`src/rtl/aw_steer_pkg.sv`:
```
package aw_steer_pkg;
  typedef logic [1:0] bresp_t;

  function automatic int unsigned sel_width(int unsigned n);
    return (n > 1) ? $clog2(n) : 1;
  endfunction
endpackage

```
`src/rtl/wr_id_table.sv`:
```
module wr_id_table #(
  parameter int unsigned ID_USED   = 2,
  parameter int unsigned SEL_W     = 2,
  parameter int unsigned MAX_TRANS = 8,
  localparam int unsigned CNT_W    = $clog2(MAX_TRANS + 1),
  localparam int unsigned ENTRIES  = 1 << ID_USED
) (
  input  logic               clk_i,
  input  logic               rst_ni,
  input  logic [ID_USED-1:0] look_id_i,
  input  logic [SEL_W-1:0]   look_sel_i,
  output logic               pass_o,
  input  logic               alloc_i,
  input  logic [ID_USED-1:0] alloc_id_i,
  input  logic [SEL_W-1:0]   alloc_sel_i,
  input  logic               free_i,
  input  logic [ID_USED-1:0] free_id_i
);
  logic [ENTRIES-1:0][CNT_W-1:0] cnt_q;
  logic [ENTRIES-1:0][SEL_W-1:0] port_q;

  for (genvar e = 0; e < ENTRIES; e++) begin : gen_entry
    logic inc, dec;
    assign inc = alloc_i && (alloc_id_i == ID_USED'(e));
    assign dec = free_i  && (free_id_i  == ID_USED'(e));
    always_ff @(posedge clk_i or negedge rst_ni) begin
      if (!rst_ni) begin
        cnt_q[e]  <= '0;
        port_q[e] <= '0;
      end else begin
        if (inc && !dec)      cnt_q[e] <= cnt_q[e] + 1'b1;
        else if (dec && !inc) cnt_q[e] <= cnt_q[e] - 1'b1;
        if (inc) port_q[e] <= alloc_sel_i;
      end
    end
  end

  // full entry blocks; a live entry only admits its own port
  assign pass_o = (cnt_q[look_id_i] != CNT_W'(MAX_TRANS)) &&
                  ((cnt_q[look_id_i] == '0) || (port_q[look_id_i] == look_sel_i));
endmodule

```
`src/rtl/wr_w_steer.sv`:
```
module wr_w_steer #(
  parameter int unsigned NUM_PORTS = 4,
  parameter int unsigned SEL_W     = 2,
  parameter int unsigned OPEN_W    = 4
) (
  input  logic                 clk_i,
  input  logic                 rst_ni,
  input  logic                 aw_hs_i,
  input  logic [SEL_W-1:0]     aw_sel_i,
  input  logic                 up_w_valid_i,
  input  logic                 up_w_last_i,
  output logic                 up_w_ready_o,
  output logic [NUM_PORTS-1:0] dn_w_valid_o,
  input  logic [NUM_PORTS-1:0] dn_w_ready_i,
  output logic [SEL_W-1:0]     w_sel_o,
  output logic                 open_idle_o,
  output logic                 open_full_o
);
  logic [OPEN_W-1:0] open_q;
  logic [SEL_W-1:0]  sel_q;
  logic              w_active, w_done;

  assign w_active     = (open_q != '0);
  assign up_w_ready_o = w_active && dn_w_ready_i[sel_q];
  assign w_done       = up_w_valid_i && up_w_ready_o && up_w_last_i;

  for (genvar p = 0; p < NUM_PORTS; p++) begin : gen_wv
    assign dn_w_valid_o[p] = w_active && up_w_valid_i && (sel_q == SEL_W'(p));
  end

  always_ff @(posedge clk_i or negedge rst_ni) begin
    if (!rst_ni) begin
      open_q <= '0;
      sel_q  <= '0;
    end else begin
      if (aw_hs_i && !w_done)      open_q <= open_q + 1'b1;
      else if (w_done && !aw_hs_i) open_q <= open_q - 1'b1;
      if (aw_hs_i) sel_q <= aw_sel_i;
    end
  end

  assign w_sel_o     = sel_q;
  assign open_idle_o = !w_active;
  assign open_full_o = &open_q;
endmodule

```
`src/rtl/wr_b_arb.sv`:
```
module wr_b_arb
  import aw_steer_pkg::*;
#(
  parameter int unsigned NUM_PORTS = 4,
  parameter int unsigned SEL_W     = 2,
  parameter int unsigned ID_W      = 4
) (
  input  logic                           clk_i,
  input  logic                           rst_ni,
  input  logic [NUM_PORTS-1:0]           dn_b_valid_i,
  output logic [NUM_PORTS-1:0]           dn_b_ready_o,
  input  logic [NUM_PORTS-1:0][ID_W-1:0] dn_b_id_i,
  input  bresp_t [NUM_PORTS-1:0]         dn_b_resp_i,
  output logic                           up_b_valid_o,
  input  logic                           up_b_ready_i,
  output logic [ID_W-1:0]                up_b_id_o,
  output bresp_t                         up_b_resp_o
);
  logic [SEL_W-1:0] ptr_q, lock_idx_q, pick, grant;
  logic             lock_q, found;
  int unsigned      scan;

  always_comb begin
    pick  = ptr_q;
    found = 1'b0;
    scan  = 0;
    for (int k = 0; k < NUM_PORTS; k++) begin
      scan = int'(ptr_q) + k;
      if (scan >= NUM_PORTS) scan = scan - NUM_PORTS;
      if (!found && dn_b_valid_i[scan]) begin
        pick  = SEL_W'(scan);
        found = 1'b1;
      end
    end
  end

  // held grant keeps an unaccepted response stable
  assign grant        = lock_q ? lock_idx_q : pick;
  assign up_b_valid_o = lock_q ? dn_b_valid_i[lock_idx_q] : found;
  assign up_b_id_o    = dn_b_id_i[grant];
  assign up_b_resp_o  = dn_b_resp_i[grant];

  for (genvar p = 0; p < NUM_PORTS; p++) begin : gen_br
    assign dn_b_ready_o[p] = up_b_ready_i && (grant == SEL_W'(p));
  end

  always_ff @(posedge clk_i or negedge rst_ni) begin
    if (!rst_ni) begin
      ptr_q      <= '0;
      lock_q     <= 1'b0;
      lock_idx_q <= '0;
    end else if (up_b_valid_o && up_b_ready_i) begin
      ptr_q  <= (grant == SEL_W'(NUM_PORTS - 1)) ? '0 : grant + 1'b1;
      lock_q <= 1'b0;
    end else if (up_b_valid_o) begin
      lock_q     <= 1'b1;
      lock_idx_q <= grant;
    end
  end
endmodule

```
`src/rtl/aw_steer_demux.sv`:
```
module aw_steer_demux
  import aw_steer_pkg::*;
#(
  parameter int unsigned NUM_PORTS = 4,
  parameter int unsigned ID_W      = 4,
  parameter int unsigned ID_USED   = 2,
  parameter int unsigned ADDR_W    = 32,
  parameter int unsigned DATA_W    = 32,
  parameter int unsigned LEN_W     = 8,
  parameter int unsigned MAX_TRANS = 8,
  localparam int unsigned SEL_W    = sel_width(NUM_PORTS),
  localparam int unsigned OPEN_W   = $clog2(MAX_TRANS + 1)
) (
  input  logic                           clk_i,
  input  logic                           rst_ni,
  input  logic                           up_aw_valid_i,
  output logic                           up_aw_ready_o,
  input  logic [ID_W-1:0]                up_aw_id_i,
  input  logic [ADDR_W-1:0]              up_aw_addr_i,
  input  logic [LEN_W-1:0]               up_aw_len_i,
  input  logic [SEL_W-1:0]               up_aw_sel_i,
  input  logic                           up_w_valid_i,
  output logic                           up_w_ready_o,
  input  logic [DATA_W-1:0]              up_w_data_i,
  input  logic                           up_w_last_i,
  output logic                           up_b_valid_o,
  input  logic                           up_b_ready_i,
  output logic [ID_W-1:0]                up_b_id_o,
  output logic [1:0]                     up_b_resp_o,
  output logic [NUM_PORTS-1:0]           dn_aw_valid_o,
  input  logic [NUM_PORTS-1:0]           dn_aw_ready_i,
  output logic [ID_W-1:0]                dn_aw_id_o,
  output logic [ADDR_W-1:0]              dn_aw_addr_o,
  output logic [LEN_W-1:0]               dn_aw_len_o,
  output logic [NUM_PORTS-1:0]           dn_w_valid_o,
  input  logic [NUM_PORTS-1:0]           dn_w_ready_i,
  output logic [DATA_W-1:0]              dn_w_data_o,
  output logic                           dn_w_last_o,
  input  logic [NUM_PORTS-1:0]           dn_b_valid_i,
  output logic [NUM_PORTS-1:0]           dn_b_ready_o,
  input  logic [NUM_PORTS-1:0][ID_W-1:0] dn_b_id_i,
  input  logic [NUM_PORTS-1:0][1:0]      dn_b_resp_i
);
  logic             id_pass, open_idle, open_full, aw_allow, aw_hs;
  logic [SEL_W-1:0] w_sel;

  assign aw_allow = id_pass && !open_full && (open_idle || (w_sel == up_aw_sel_i));
  assign up_aw_ready_o = aw_allow && dn_aw_ready_i[up_aw_sel_i];
  assign aw_hs = up_aw_valid_i && up_aw_ready_o;

  for (genvar p = 0; p < NUM_PORTS; p++) begin : gen_awv
    assign dn_aw_valid_o[p] = up_aw_valid_i && aw_allow && (up_aw_sel_i == SEL_W'(p));
  end

  assign dn_aw_id_o   = up_aw_id_i;
  assign dn_aw_addr_o = up_aw_addr_i;
  assign dn_aw_len_o  = up_aw_len_i;
  assign dn_w_data_o  = up_w_data_i;
  assign dn_w_last_o  = up_w_last_i;

  wr_id_table #(
    .ID_USED(ID_USED), .SEL_W(SEL_W), .MAX_TRANS(MAX_TRANS)
  ) u_id_table (
    .clk_i      (clk_i),
    .rst_ni     (rst_ni),
    .look_id_i  (up_aw_id_i[ID_USED-1:0]),
    .look_sel_i (up_aw_sel_i),
    .pass_o     (id_pass),
    .alloc_i    (aw_hs),
    .alloc_id_i (up_aw_id_i[ID_USED-1:0]),
    .alloc_sel_i(up_aw_sel_i),
    .free_i     (up_b_valid_o && up_b_ready_i),
    .free_id_i  (up_b_id_o[ID_USED-1:0])
  );

  wr_w_steer #(
    .NUM_PORTS(NUM_PORTS), .SEL_W(SEL_W), .OPEN_W(OPEN_W)
  ) u_w_steer (
    .clk_i       (clk_i),
    .rst_ni      (rst_ni),
    .aw_hs_i     (aw_hs),
    .aw_sel_i    (up_aw_sel_i),
    .up_w_valid_i(up_w_valid_i),
    .up_w_last_i (up_w_last_i),
    .up_w_ready_o(up_w_ready_o),
    .dn_w_valid_o(dn_w_valid_o),
    .dn_w_ready_i(dn_w_ready_i),
    .w_sel_o     (w_sel),
    .open_idle_o (open_idle),
    .open_full_o (open_full)
  );

  wr_b_arb #(
    .NUM_PORTS(NUM_PORTS), .SEL_W(SEL_W), .ID_W(ID_W)
  ) u_b_arb (
    .clk_i       (clk_i),
    .rst_ni      (rst_ni),
    .dn_b_valid_i(dn_b_valid_i),
    .dn_b_ready_o(dn_b_ready_o),
    .dn_b_id_i   (dn_b_id_i),
    .dn_b_resp_i (dn_b_resp_i),
    .up_b_valid_o(up_b_valid_o),
    .up_b_ready_i(up_b_ready_i),
    .up_b_id_o   (up_b_id_o),
    .up_b_resp_o (up_b_resp_o)
  );
endmodule

```
`config.mk`:
```
export PLATFORM = sky130hd
export DESIGN_NAME = aw_steer_demux
export DESIGN_NICKNAME = d
export VERILOG_FILES = /design/src/rtl/aw_steer_pkg.sv /design/src/rtl/wr_id_table.sv /design/src/rtl/wr_w_steer.sv /design/src/rtl/wr_b_arb.sv /design/src/rtl/aw_steer_demux.sv
export SDC_FILE = /design/constraint.sdc
export NUM_CORES = 1
export LEC_CHECK = 0
export BUFFER_PORTS_ARGS = -buffer_cell sky130_fd_sc_hd__buf_2
export CORE_MARGIN = 5
export CORE_UTILIZATION = 43
export CTS_CLUSTER_SIZE = 16
export DETAILED_ROUTE_END_ITERATION = 7
export PLACE_DENSITY = 0.82
export SLEW_MARGIN = 15
export SYNTH_ARGS = -nofsm -noshare
export SYNTH_HDL_FRONTEND = slang
export SYNTH_HIERARCHICAL = 1
export SYNTH_SLANG_ARGS = --single-unit
```
`constraint.sdc`:
```
create_clock -name clk_i -period 4.36 [get_ports clk_i]
set_input_delay 0.218 -clock clk_i [delete_from_list [all_inputs] [get_ports clk_i]]
set_output_delay 0.218 -clock clk_i [all_outputs]
set_load 0.03 [all_outputs]
```
======== Word-level counts from Yosys, hierarchy flattened ========
Cells that the tools add are included.
W data, S select, Z words.
storage, ports and cells
  register bits after elaboration ......... 35
  word-level logic and storage cells ...... 188
operators by class
  add/subtract/negate cells ............... 18
  magnitude comparators ................... 13
  equality and inequality tests ........... 18
  mux-type cells .......................... 49
  bitwise operators ....................... 1
  reduce and logical (&&, ||, !) cells .... 76
operators with widths
  operator                 count
  $lt A32 B3 Y1 const B    4
  $mux W32                 4
  $ge A32 B3 Y1 const B    3
  $sub A32 B3 Y32 const B  3
  $mux W4                  12
  $logic_and A1 B1 Y1      44
  $add A4 B1 Y4 const B    5
  $eq A2 B2 Y1 const B     10
  $sub A4 B1 Y4 const B    5
  $bmux W4 S2              2
  $mux W2                  8
  $logic_not A1 Y1         15
  $lt A2 B3 Y1 const B     5
  $bmux W1 S2              7
  $mux W1                  14
  $reduce_bool A2 Y1       6
  $eq A2 B1 Y1 const B     5
  $logic_not A2 Y1         5
  $bmux W2 S2              2
  $add A2 B2 Y3 const B    2
  $eq A2 B2 Y1             2
  $logic_not A4 Y1         1
  $ne A4 B4 Y1 const B     1
  $reduce_and A4 Y1        1
  other kinds (8)          9

======== Depth between registers and ports, before layout ========
Gate-level depths: netlist (run 1).
  word-level depth ........................ 22
  mapped depth ............................ 15
  gate-level depth less buffers ........... 15

======== Cells and area by module ========
Netlist (run 1), hierarchy kept.
modules (own cells, without submodules)
  module          times used  cells an instance  area an instance (um2)  sequential area each (um2)
  wr_id_table     1           120                1,452.6                 600.6
  aw_steer_demux  1           93                 713.2                   0.0
  wr_b_arb        1           57                 638.1                   125.1
  wr_w_steer      1           44                 475.5                   150.1

======== Worst setup path before layout (run 1) ========
No wires, ideal clock.
  path kind ............................... flip-flop to flip-flop
  from .................................... register u_b_arb.ptr_q[0]
  to ...................................... register u_id_table/cnt_q[3] (netlist name)
  arrival ................................. 3.755 ns
  data required time ...................... 4.280 ns
  setup slack ............................. 0.525 ns
  cell stages (with the launch flop) ...... 14
  buffers on the path ..................... 0
  period minus slack after synthesis ...... 3.835 ns
  path through ............................ dfrtp_1 inv_1 a221oi_2 a21oi_1 o31ai_4 mux4_1 or3b_2 ha_1 inv_1 ha_1 a21o_1 a21oi_1 mux2i_1 xnor2_1
on the way
  word-level cells in the longest chain between the ends .. 22
  elaborated cells on any way between the ends .. 49
  those cells by class .................... add/sub: 7; order compare: 4; mux: 25; reduce/logical: 13
ends and longest elaborated chain
  element                                                                   line                  text
  from (decl)                                                               wr_b_arb.sv:19        logic [SEL_W-1:0] ptr_q, lock_idx_q, pick, grant;
  from (signal assigned)                                                    wr_b_arb.sv:53        ptr_q <= (grant == SEL_W'(NUM_PORTS - 1)) ? '0 : grant + 1'b1;
  parallel branches: the longest is 13 deep, another holds $sub A32 B3 Y32  --
  $mux W2 (*)                                                               wr_b_arb.sv:30        if (!found && dn_b_valid_i[scan]) begin
  $mux W2 (*)                                                               wr_b_arb.sv:38        assign grant = lock_q ? lock_idx_q : pick;
  net u_b_arb.grant[0]                                                      wr_b_arb.sv:19
  $bmux W4 S2 (*)                                                           wr_b_arb.sv:40        assign up_b_id_o = dn_b_id_i[grant];
  $mux W4 (implied by the code) (*)                                         wr_b_arb.sv:40
  net up_b_id_o[1]                                                          aw_steer_demux.sv:28  output logic [ID_W-1:0] up_b_id_o,
  $logic_not A2 Y1 (*)                                                      wr_id_table.sv:25     assign dec = free_i && (free_id_i == ID_USED'(e));
  $logic_and A1 B1 Y1 (*)                                                   wr_id_table.sv:25
  $logic_not A1 Y1                                                          wr_id_table.sv:31     if (inc && !dec) cnt_q[e] <= cnt_q[e] + 1'b1;
  $logic_and A1 B1 Y1                                                       wr_id_table.sv:31
  $mux W4 or $reduce_bool A2 Y1 (tied branches)                             --
  to (signal, indexed assignment)                                           wr_id_table.sv:31
  to (signal, indexed assignment)                                           wr_id_table.sv:32     else if (dec && !inc) cnt_q[e] <= cnt_q[e] - 1'b1;
  to (decl)                                                                 wr_id_table.sv:19     logic [ENTRIES-1:0][CNT_W-1:0] cnt_q;
Mark *: on every way through the listed nets, which the timed path passes. The select of a mux whose other input is x is not followed.
A chain may end at the register's enable or synchronous reset.

======== Worst setup path in the final report (run 1) ========
  from .................................... register u_id_table/cnt_q[4] (netlist name)
  to ...................................... register u_id_table/cnt_q[3] (netlist name)
on the way
  word-level cells in the longest chain between the ends .. 13
  elaborated cells on any way between the ends .. 16
  those cells by class .................... eq/ne: 1; mux: 3; reduce/logical: 12
ends and longest elaborated chain
  element                                line                                  text
  $bmux W4 S2 (*)                        wr_id_table.sv:39, wr_id_table.sv:40
  $mux W4 (implied by the code) (*)      wr_id_table.sv:39, wr_id_table.sv:40
  $logic_not A4 Y1                       wr_id_table.sv:40                     ((cnt_q[look_id_i] == '0) || (port_q[look_id_i] == look_sel_i));
  $logic_or A1 B1 Y1                     wr_id_table.sv:40
  $logic_and A1 B1 Y1 (*)                wr_id_table.sv:39                     assign pass_o = (cnt_q[look_id_i] != CNT_W'(MAX_TRANS)) &&
  net id_pass                            aw_steer_demux.sv:44                  logic id_pass, open_idle, open_full, aw_allow, aw_hs;
  $logic_and A1 B1 Y1 (*) (2 in series)  aw_steer_demux.sv:47                  assign aw_allow = id_pass && !open_full && (open_idle || (w_sel == up_aw_sel_i));
  $logic_and A1 B1 Y1 (*)                aw_steer_demux.sv:48                  assign up_aw_ready_o = aw_allow && dn_aw_ready_i[up_aw_sel_i];
  $logic_and A1 B1 Y1 (*)                aw_steer_demux.sv:49                  assign aw_hs = up_aw_valid_i && up_aw_ready_o;
  net aw_hs                              aw_steer_demux.sv:44
  $logic_and A1 B1 Y1 (*)                wr_id_table.sv:24                     assign inc = alloc_i && (alloc_id_i == ID_USED'(e));
  net u_id_table.gen_entry[0].inc        wr_id_table.sv:23                     logic inc, dec;
  $logic_not A1 Y1                       wr_id_table.sv:32
  $logic_and A1 B1 Y1                    wr_id_table.sv:32
  $reduce_bool A2 Y1 (no source line)    --
Mark *: on every way through the listed nets, which the timed path passes. The rest lies on a longest branch. The select of a mux whose other input is x is not followed.

==> reports/qor.yml, run 1 <==
run_status:
  status: "finished, final reports clean"
yosys:
  seq_area_frac_synth_pct: 26.7
  synth_common_cells: "buf_4, dfrtp_1, ha_1"
  synth_area_mm2: 0.00328
  yosysWarnings: 6
  async_flop_share_pct: 100
  yosysTopAreaCellShare_pct: 26.7
  synth_edf_count: 0
  ys_ff_latch: 35
  yosys.area.top_type: "dfrtp_1"
  ys.flop_type: "dfrtp_1"
  synthTopCellsByArea: "dfrtp_1, buf_4, mux4_1"
  synthCells: 314
  synth.most_common_cell: "buf_4"
  synthDistinctLibCells: 50
  synth.avg_cell_area_um2: 10.4
  syn_nets: 458
detailed_routing:
  met2_length_um: 3140
  highest_layer: "met4"
  wl_met1_um: 2680
  drt_drc_violations_left: 0
  met3_length_um: 548
  wl_per_cell_um: 15.9
  viasPerCell: 5.33
  first_pass_iters: 4
  vias: 2202
  drt_iter0_markers: 56
  final_antenna_net_count: 0
  wl_um: 6590
hold_path:
  holdCritPathClass: "input port to asynchronous set/reset pin"
clocking:
  clock_sinks: 35
  cts_buffers: 5
  path_clk_slew_ns: 0.07
  h-tree-depth: 2
  clockBufferDepth: 2
  postCtsHoldBufs: 0
  cts_resized: 0
  root_buffer: "clkbuf_8"
  post_cts_buffers: 0
  clk_latency_ns: 0.29
  tritoncts: "done"
final_layout:
  final.fill_count: 678
  syn_to_final_growth_pct: -0.763
  nNetsFinal: 457
  drive_gt1_share_pct: 34.1
  diodes: 0
sta:
  skew_ns: 0.00610
  final_hold_viol_count: 0
  finalCritPeriodShare_pct: 87.9
  setup_tns_ns: 0
  fin_ws_ns: 0.530
  max_clock_freq_mhz: 261
  worst_slew_pin_slew_ns: 0.806
  max_slew_margin_pct: 46.3
  period_needed_ns: 3.83
  drv_slew: 0
  setup_violations: 0
  grt_setup_unrepaired: "false"
floorplan:
  ios: 218
  die_h_um: 97.3
  die_w_um: 97.3
  dieArea_mm2: 0.00947
  fp.coreArea_mm2: 0.00733
  initial_core_util_pct: 44.7
  row_count: 31
worst_setup_path:
  cp_max_fo: 7
  cp_data_arrival_time_ns: 4.04
  endpoint_kind: "register"
  r2r_start: "u_id_table/cnt_q[4]"
  critPathRequiredTime_ns: 4.57
  crit_start: "u_id_table/cnt_q[4]"
  path_class: "register to register"
  cp-start-kind: "register"
global_route:
  grt_first_pass_wirelength_um: 10800
  grt_pass1_vias: 2283
  grt_max_degree: 36
  grtUsageTotal_pct: 13.6
  grt-ovfl-total: 0
  antenna_found_initial: 0
power:
  power_density_mw_per_mm2: 648
  leakage_uw: 0.00150
  ir_worst_vdd_mv: 0.300
placed_design:
  place.gp.congestion: 0.904
  dp_hpwl_um: 5290
  numPortBuffers: 69
  place_ws_ns: 0.496
job:
  maxCapViolCount: 0
-- through the flow --
step	total power (uW)	utilization (%)	cells	hold WS [ns]	cell area, um^2
after detailed placement	1890	43.2	405	0.350	3170
after CTS	2130	44.4	413	0.0454	3250
after global routing	2290	44.4	413	0.0839	3250
after global placement	1830	43.2	405	0.338	3170
final	2110	44.4	413	0.0232	3250
after floorplan	1710	-	314	-0.0776	3280
-- cells by family (layout without fill, tap and decap cells) --
logic type | Yosys count | in the layout | share of synthesized area, %
AOI/OAI and AO/OA | 37 | 37 | 8.47
xor gates and xnor gates | 18 | 18 | 4.81
DFF | 35 | 35 | 26.7
muxes | 40 | 40 | 18.3
adders and majority gates | 24 | 24 | 10.3
buffers and inverters | 94 | 94 | 19.8
and+or+nand+nor | 66 | 66 | 11.6
-- power breakdown --
part | switching [uW] | internal (uW)
logic | 627 | 577
registers | 188 | 489
clock network | 119 | 112
total | 933 | 1180
-- layout make-up --
cell class,count,area [um^2],share of cell area (%)
multi-input cells,185,1750,53.9
flip-flops and latches,35,876,26.9
repair buffers,71,360,11.1
well taps,99,124,3.81
clock buffers,6,72.6,2.23
inverters,15,56.3,1.73
clock inverters,2,12.5,0.384
-- critical path: stages (launching register included) --
cell and delay, ns:
dfrtp_1 0.44, nor4_1 0.34, a21oi_1 0.08, a21oi_1 0.25, mux2i_1 0.26, nand3b_1 0.18, nor3_1 0.21, buf_4 0.18
nor3b_1 0.44, ha_1 0.25, inv_1 0.10, ha_1 0.29, a21o_1 0.19, a21oi_1 0.19, mux2i_1 0.24, xnor2_1 0.13
-- registers in the layout, indices dropped and copies added (netlist names) --
name                flops
u_id_table/cnt_q       16
u_id_table/port_q       8
u_w_steer/open_q        4
u_b_arb/lock_idx_q      2
u_b_arb/ptr_q           2
u_w_steer/w_sel_o       2
u_b_arb/lock_q          1
-- layer usage --
metal / vias to the layer above / track usage [%]
met4: 0 / 5.64
met1: 1041 / 15.8
met5: - / 0
li1: 1044 / -
met3: 33 / 4.74
met2: 84 / 23.0
-- path summary, 6_finish.rpt --
path                            cells after the start  slack (ns)             endpoint
worst max-delay path                               15        0.53  u_id_table/cnt_q[3]
worst min-delay path                                1        0.02  u_id_table/cnt_q[8]
worst max register to register                     15        0.53  u_id_table/cnt_q[3]
worst min register to register                      1        0.47  u_id_table/cnt_q[3]
max in group asynchronous                           1        3.83  u_id_table/cnt_q[7]
min in group clk_i                                  2        0.20       u_b_arb/lock_q
-- layout by cell type (no fill, tap or decap), types with 2 or more instances in the layout --
master,instances
a21o_1,4
a21oi_1,13
and2_1,6
and3_1,2
buf_2,69
buf_4,2
clkbuf_8,5
dfrtp_1,35
fa_1,5
ha_1,19
inv_1,15
mux2_1,3
mux2_2,16
mux2i_1,10
mux4_1,10
nand2_1,13
nand3_1,4
nand3b_1,5
nor2_1,13
nor3_1,6
nor3b_1,2
nor4_1,3
nor4b_1,2
o211ai_2,2
o21ai_0,5
xnor2_1,18
Power figures use the tool's default switching activity.
==> run 2: changes to the inputs <==
BUFFER_PORTS_ARGS = default   (was -buffer_cell sky130_fd_sc_hd__buf_2)
CORE_UTILIZATION = 60   (was 43)
DONT_BUFFER_PORTS = 1   (was default)
PLACE_DENSITY = 0.76   (was 0.82)
SETUP_SLACK_MARGIN = 0.3   (was default)
==> reports/qor.yml, run 2 (synthesis results as in run 1) <==
worst_setup_path:
  endpoint_kind: "register"
  critPathRequiredTime_ns: 4.57
  cp_max_fo: 6
  critPathTopFamily: "compound AO/OA/AOI/OAI gates"
  cp.buffers_inverters: 3
  path_class: "register to register"
  cp-start-kind: "register"
  crit_slowest_cell: "mux4_2"
  cp_data_arrival_time_ns: 4.00
  crit_chain: "inv_1, a221oi_2, a21oi_1, o31ai_4, mux4_2, buf_4, or3b_2, ha_1, inv_1, ha_1, a21o_1, a21oi_1, mux2i_1, xnor2_1"
  rrSetupSlack_ns: 0.57
  max_stage_delay_ns: 0.56
sta:
  period_needed_ns: 3.79
  finalCritPeriodShare_pct: 86.9
  skew_ns: 0.00986
  worst_slew_pin_slew_ns: 0.969
  setup_violations: 0
  max_clock_freq_mhz: 264
  drv_slew: 0
  setup_tns_ns: 0
  fin_hold_ws_ns: 0.0162
  max_slew_margin_pct: 35.2
  final_hold_viol_count: 0
  grt_setup_unrepaired: "false"
final_layout:
  layout_commonest_cell: "dfrtp_1"
  final_cell_mix: "dfrtp_1, ha_1, xnor2_1"
  syn_to_final_growth_pct: -9.81
  largest_reg_flops: 16
  drive_gt1_share_pct: 18.4
  nNetsFinal: 398
  diodes: 0
  regMostFlops: "u_id_table/cnt_q"
  largest_registers: "u_id_table/cnt_q: 16 flops, u_id_table/port_q: 8 flops, u_w_steer/open_q: 4 flops"
clocking:
  path_clk_slew_ns: 0.07
  clk_latency_ns: 0.28
  clock_sinks: 35
  cts_buffers: 5
  root_buffer: "clkbuf_8"
  h-tree-depth: 2
  tritoncts: "done"
  clockBufferDepth: 2
global_route:
  grt_max_degree: 36
  antenna_found_initial: 0
  grt-ovfl-total: 0
  grt_first_pass_wirelength_um: 10100
  grtUsageTotal_pct: 17.5
  grt_pass1_vias: 2047
detailed_routing:
  wl_per_cell_um: 18.3
  drt_drc_violations_left: 0
  vias: 1994
  drt_iter0_markers: 47
  final_antenna_net_count: 0
  viasPerCell: 6.10
  wl_um: 5980
  first_pass_iters: 4
floorplan:
  die_w_um: 83.9
  fp.coreArea_mm2: 0.00541
  ios: 218
  row_count: 27
  dieArea_mm2: 0.00704
  initial_core_util_pct: 60.7
  die_h_um: 83.9
placed_design:
  place.gp.congestion: 0.806
  dp_hpwl_um: 4800
  numPortBuffers: 0
run_status:
  status: "finished, final reports clean"
job:
  maxCapViolCount: 0
power:
  ir_worst_vdd_mv: 0.419
  leakage_uw: 0.00127
  power_density_mw_per_mm2: 688
hold_path:
  holdCritPathClass: "input port to register"
==> run 2: cell types whose count changed in the layout (fill, tap and decap cells not counted), sizes merged <==
cell,delta
buf,-60
dlygate4sd3,+1
clkbuf,+1
clkinvlp,-1
==> run 2: per-stage QoR <==
step	instance area (um^2)	utilization, %	instances	total power [uW]	worst slack, ns
floorplan	3280	-	314	1710	0.525
global placement	2840	52.5	315	1750	0.610
detailed placement	2840	52.5	315	1800	0.498
CTS	2950	54.5	325	2040	0.488
global route	2960	54.7	327	2220	0.322
finish	2960	54.7	327	2040	0.569
==> run 2: repair_timing <==
action | in CTS | in global routing
setup buffers | 0 | 2
endpoints found under the setup margin | 0 | 1
hold endpoints to repair | 35 | 0
hold buffers | 2 | 0
resized for setup | 0 | 1
==> run 2: cell type report <==
type,instances,area (um^2)
clock buffer,7,76.3
sequential,35,876
timing repair buffer,12,105
inverter,15,56.3
tap,72,90.1
fill,477,2450
multi-input combinational,185,1750
clock inverter,1,5.00
==> run 2: path summary, 6_finish.rpt <==
check,depth (start not counted),to,startpoint
setup / recovery,14,u_id_table/cnt_q[3],u_b_arb/ptr_q[0]
hold / removal,1,u_b_arb/lock_q,up_b_ready_i
setup reg to reg,14,u_id_table/cnt_q[3],u_b_arb/ptr_q[0]
hold reg to reg,1,u_id_table/cnt_q[7],u_id_table/cnt_q[7]
max in group asynchronous,2,u_id_table/port_q[1],rst_ni
min in group asynchronous,2,u_id_table/cnt_q[9],rst_ni
==> run 2: routing by layer <==
layer / wire length (um) / track usage, % / part of all wire, % / vias to the layer above
met5: 0 / 0 / 0 / -
met4: 153 / 7.31 / 2.6 / 0
met3: 559 / 8.49 / 9.4 / 28
met2: 2960 / 27.6 / 50 / 98
met1: 2300 / 20.1 / 39 / 947
li1: - / - / - / 921
==> run 2: power breakdown <==
group | switching [uW] | total, uW | internal, uW
logic | 593 | 1140 | 550
clock network | 112 | 224 | 112
registers | 181 | 670 | 489
total | 886 | 2040 | 1150
==> run 3: changes to the inputs <==
clock period = 4.85 ns   (was 4.36 ns; I/O delays follow)
==> reports/qor.yml, run 3 (synthesis results as in run 1) <==
worst_setup_path:
  critPathRequiredTime_ns: 5.06
  cp-start-kind: "register"
  endpoint_kind: "register"
  crit_slowest_cell: "mux4_1"
  cp_max_fo: 11
  critPathTopFamily: "compound AO/OA/AOI/OAI gates"
  cp_data_arrival_time_ns: 4.37
  cp.buffers_inverters: 2
  max_stage_delay_ns: 0.86
  crit_chain: "inv_1, a221oi_2, a21oi_1, o31ai_4, mux4_1, or3b_2, ha_1, inv_1, ha_1, a21o_1, a21oi_1, mux2i_1, xnor2_1"
  path_class: "register to register"
sta:
  max_clock_freq_mhz: 240
  setup_tns_ns: 0
  worst_slew_pin_slew_ns: 0.982
  fin_ws_ns: 0.692
  finalCritPeriodShare_pct: 85.7
  max_slew_margin_pct: 34.4
  grt_setup_unrepaired: "false"
  skew_ns: 0.00282
  period_needed_ns: 4.16
  setup_violations: 0
  final_hold_viol_count: 0
  drv_slew: 0
clocking:
  clk_latency_ns: 0.28
  clockBufferDepth: 2
  postCtsHoldBufs: 2
  cts_resized: 0
  clock_sinks: 35
  root_buffer: "clkbuf_8"
  h-tree-depth: 2
  tritoncts: "done"
  cts_buffers: 5
  path_clk_slew_ns: 0.07
  post_cts_buffers: 0
floorplan:
  die_h_um: 83.9
  dieArea_mm2: 0.00704
  die_w_um: 83.9
  row_count: 27
  fp.coreArea_mm2: 0.00541
  initial_core_util_pct: 60.7
  ios: 218
global_route:
  grt_max_degree: 36
  grtUsageTotal_pct: 16.4
  grt_first_pass_wirelength_um: 9520
  antenna_found_initial: 0
  grt-ovfl-total: 0
  grt_pass1_vias: 1973
detailed_routing:
  viasPerCell: 6.03
  final_antenna_net_count: 0
  vias: 1937
  first_pass_iters: 4
  drt_drc_violations_left: 0
  wl_per_cell_um: 18.0
  drt_iter0_markers: 78
  wl_um: 5780
final_layout:
  final_cell_mix: "dfrtp_1, ha_1, xnor2_1"
  largest_registers: "u_id_table/cnt_q: 16 flops, u_id_table/port_q: 8 flops, u_w_steer/open_q: 4 flops"
  nNetsFinal: 392
  layout_commonest_cell: "dfrtp_1"
  final_area_mm2: 0.00292
  regMostFlops: "u_id_table/cnt_q"
  diodes: 0
  drive_gt1_share_pct: 16.5
  largest_reg_flops: 16
  syn_to_final_growth_pct: -11.0
  final.fill_count: 470
placed_design:
  dpl_cell_area_mm2: 0.00281
  place.gp.congestion: 0.802
  dp_hpwl_um: 4530
  numPortBuffers: 0
  place_ws_ns: 0.737
power:
  leakage_uw: 0.00124
  ir_worst_vdd_mv: 0.358
  p_total_uw: 1790
  power_density_mw_per_mm2: 612
job:
  maxCapViolCount: 0
run_status:
  status: "finished, final reports clean"
hold_path:
  holdCritPathClass: "input port to register"
==> run 3: cell types whose count changed in the layout (fill, tap and decap cells not counted), sizes merged <==
cell      delta
buf          -6
clkbuf       -1
clkinvlp     +1
==> run 3: power breakdown <==
part / internal [uW] / total, uW / switching (uW)
logic: 459 / 982 / 523
registers: 439 / 602 / 162
clock network: 100 / 204 / 104
total: 999 / 1790 / 789
==> run 3: path summary, 6_finish.rpt <==
check | from | end | slack [ns] | depth (start not counted)
max | u_b_arb/ptr_q[0] | u_id_table/cnt_q[3] | 0.69 | 13
min | up_b_ready_i | u_b_arb/lock_q | 0.04 | 1
max reg2reg | u_b_arb/ptr_q[0] | u_id_table/cnt_q[3] | 0.69 | 13
min reg2reg | u_id_table/cnt_q[7] | u_id_table/cnt_q[7] | 0.48 | 1
max in group asynchronous | rst_ni | u_b_arb/lock_q | 4.26 | 2
min in group asynchronous | rst_ni | u_id_table/cnt_q[10] | 0.40 | 2
==> run 3: layout make-up <==
type	count	area (um^2)	area share, %
clock buffers	6	72.6	2.49
clock inverters	2	12.5	0.428
inverters	15	56.3	1.93
multi-input cells	185	1750	60.0
flip-flops and latches	35	876	30.0
well taps	72	90.1	3.08
repair buffers	6	60.1	2.06
==> run 3: through the flow <==
stage,utilization [%],hold WS (ns),std cells
floorplan,-,-0.0531,314
global placement,51.9,-0.0505,311
detailed placement,51.9,-0.0504,311
CTS,54.0,0.0334,321
global route,54.0,0.0370,321
finish,54.0,0.0402,321
==> run 3: layer usage <==
layer / vias up / routed length (um) / track usage (%)
met2: 92 / 2740 / 25.9
met4: 0 / 153 / 6.43
met3: 27 / 587 / 8.39
li1: 909 / - / -
met1: 909 / 2300 / 19.0
met5: - / 0 / 0
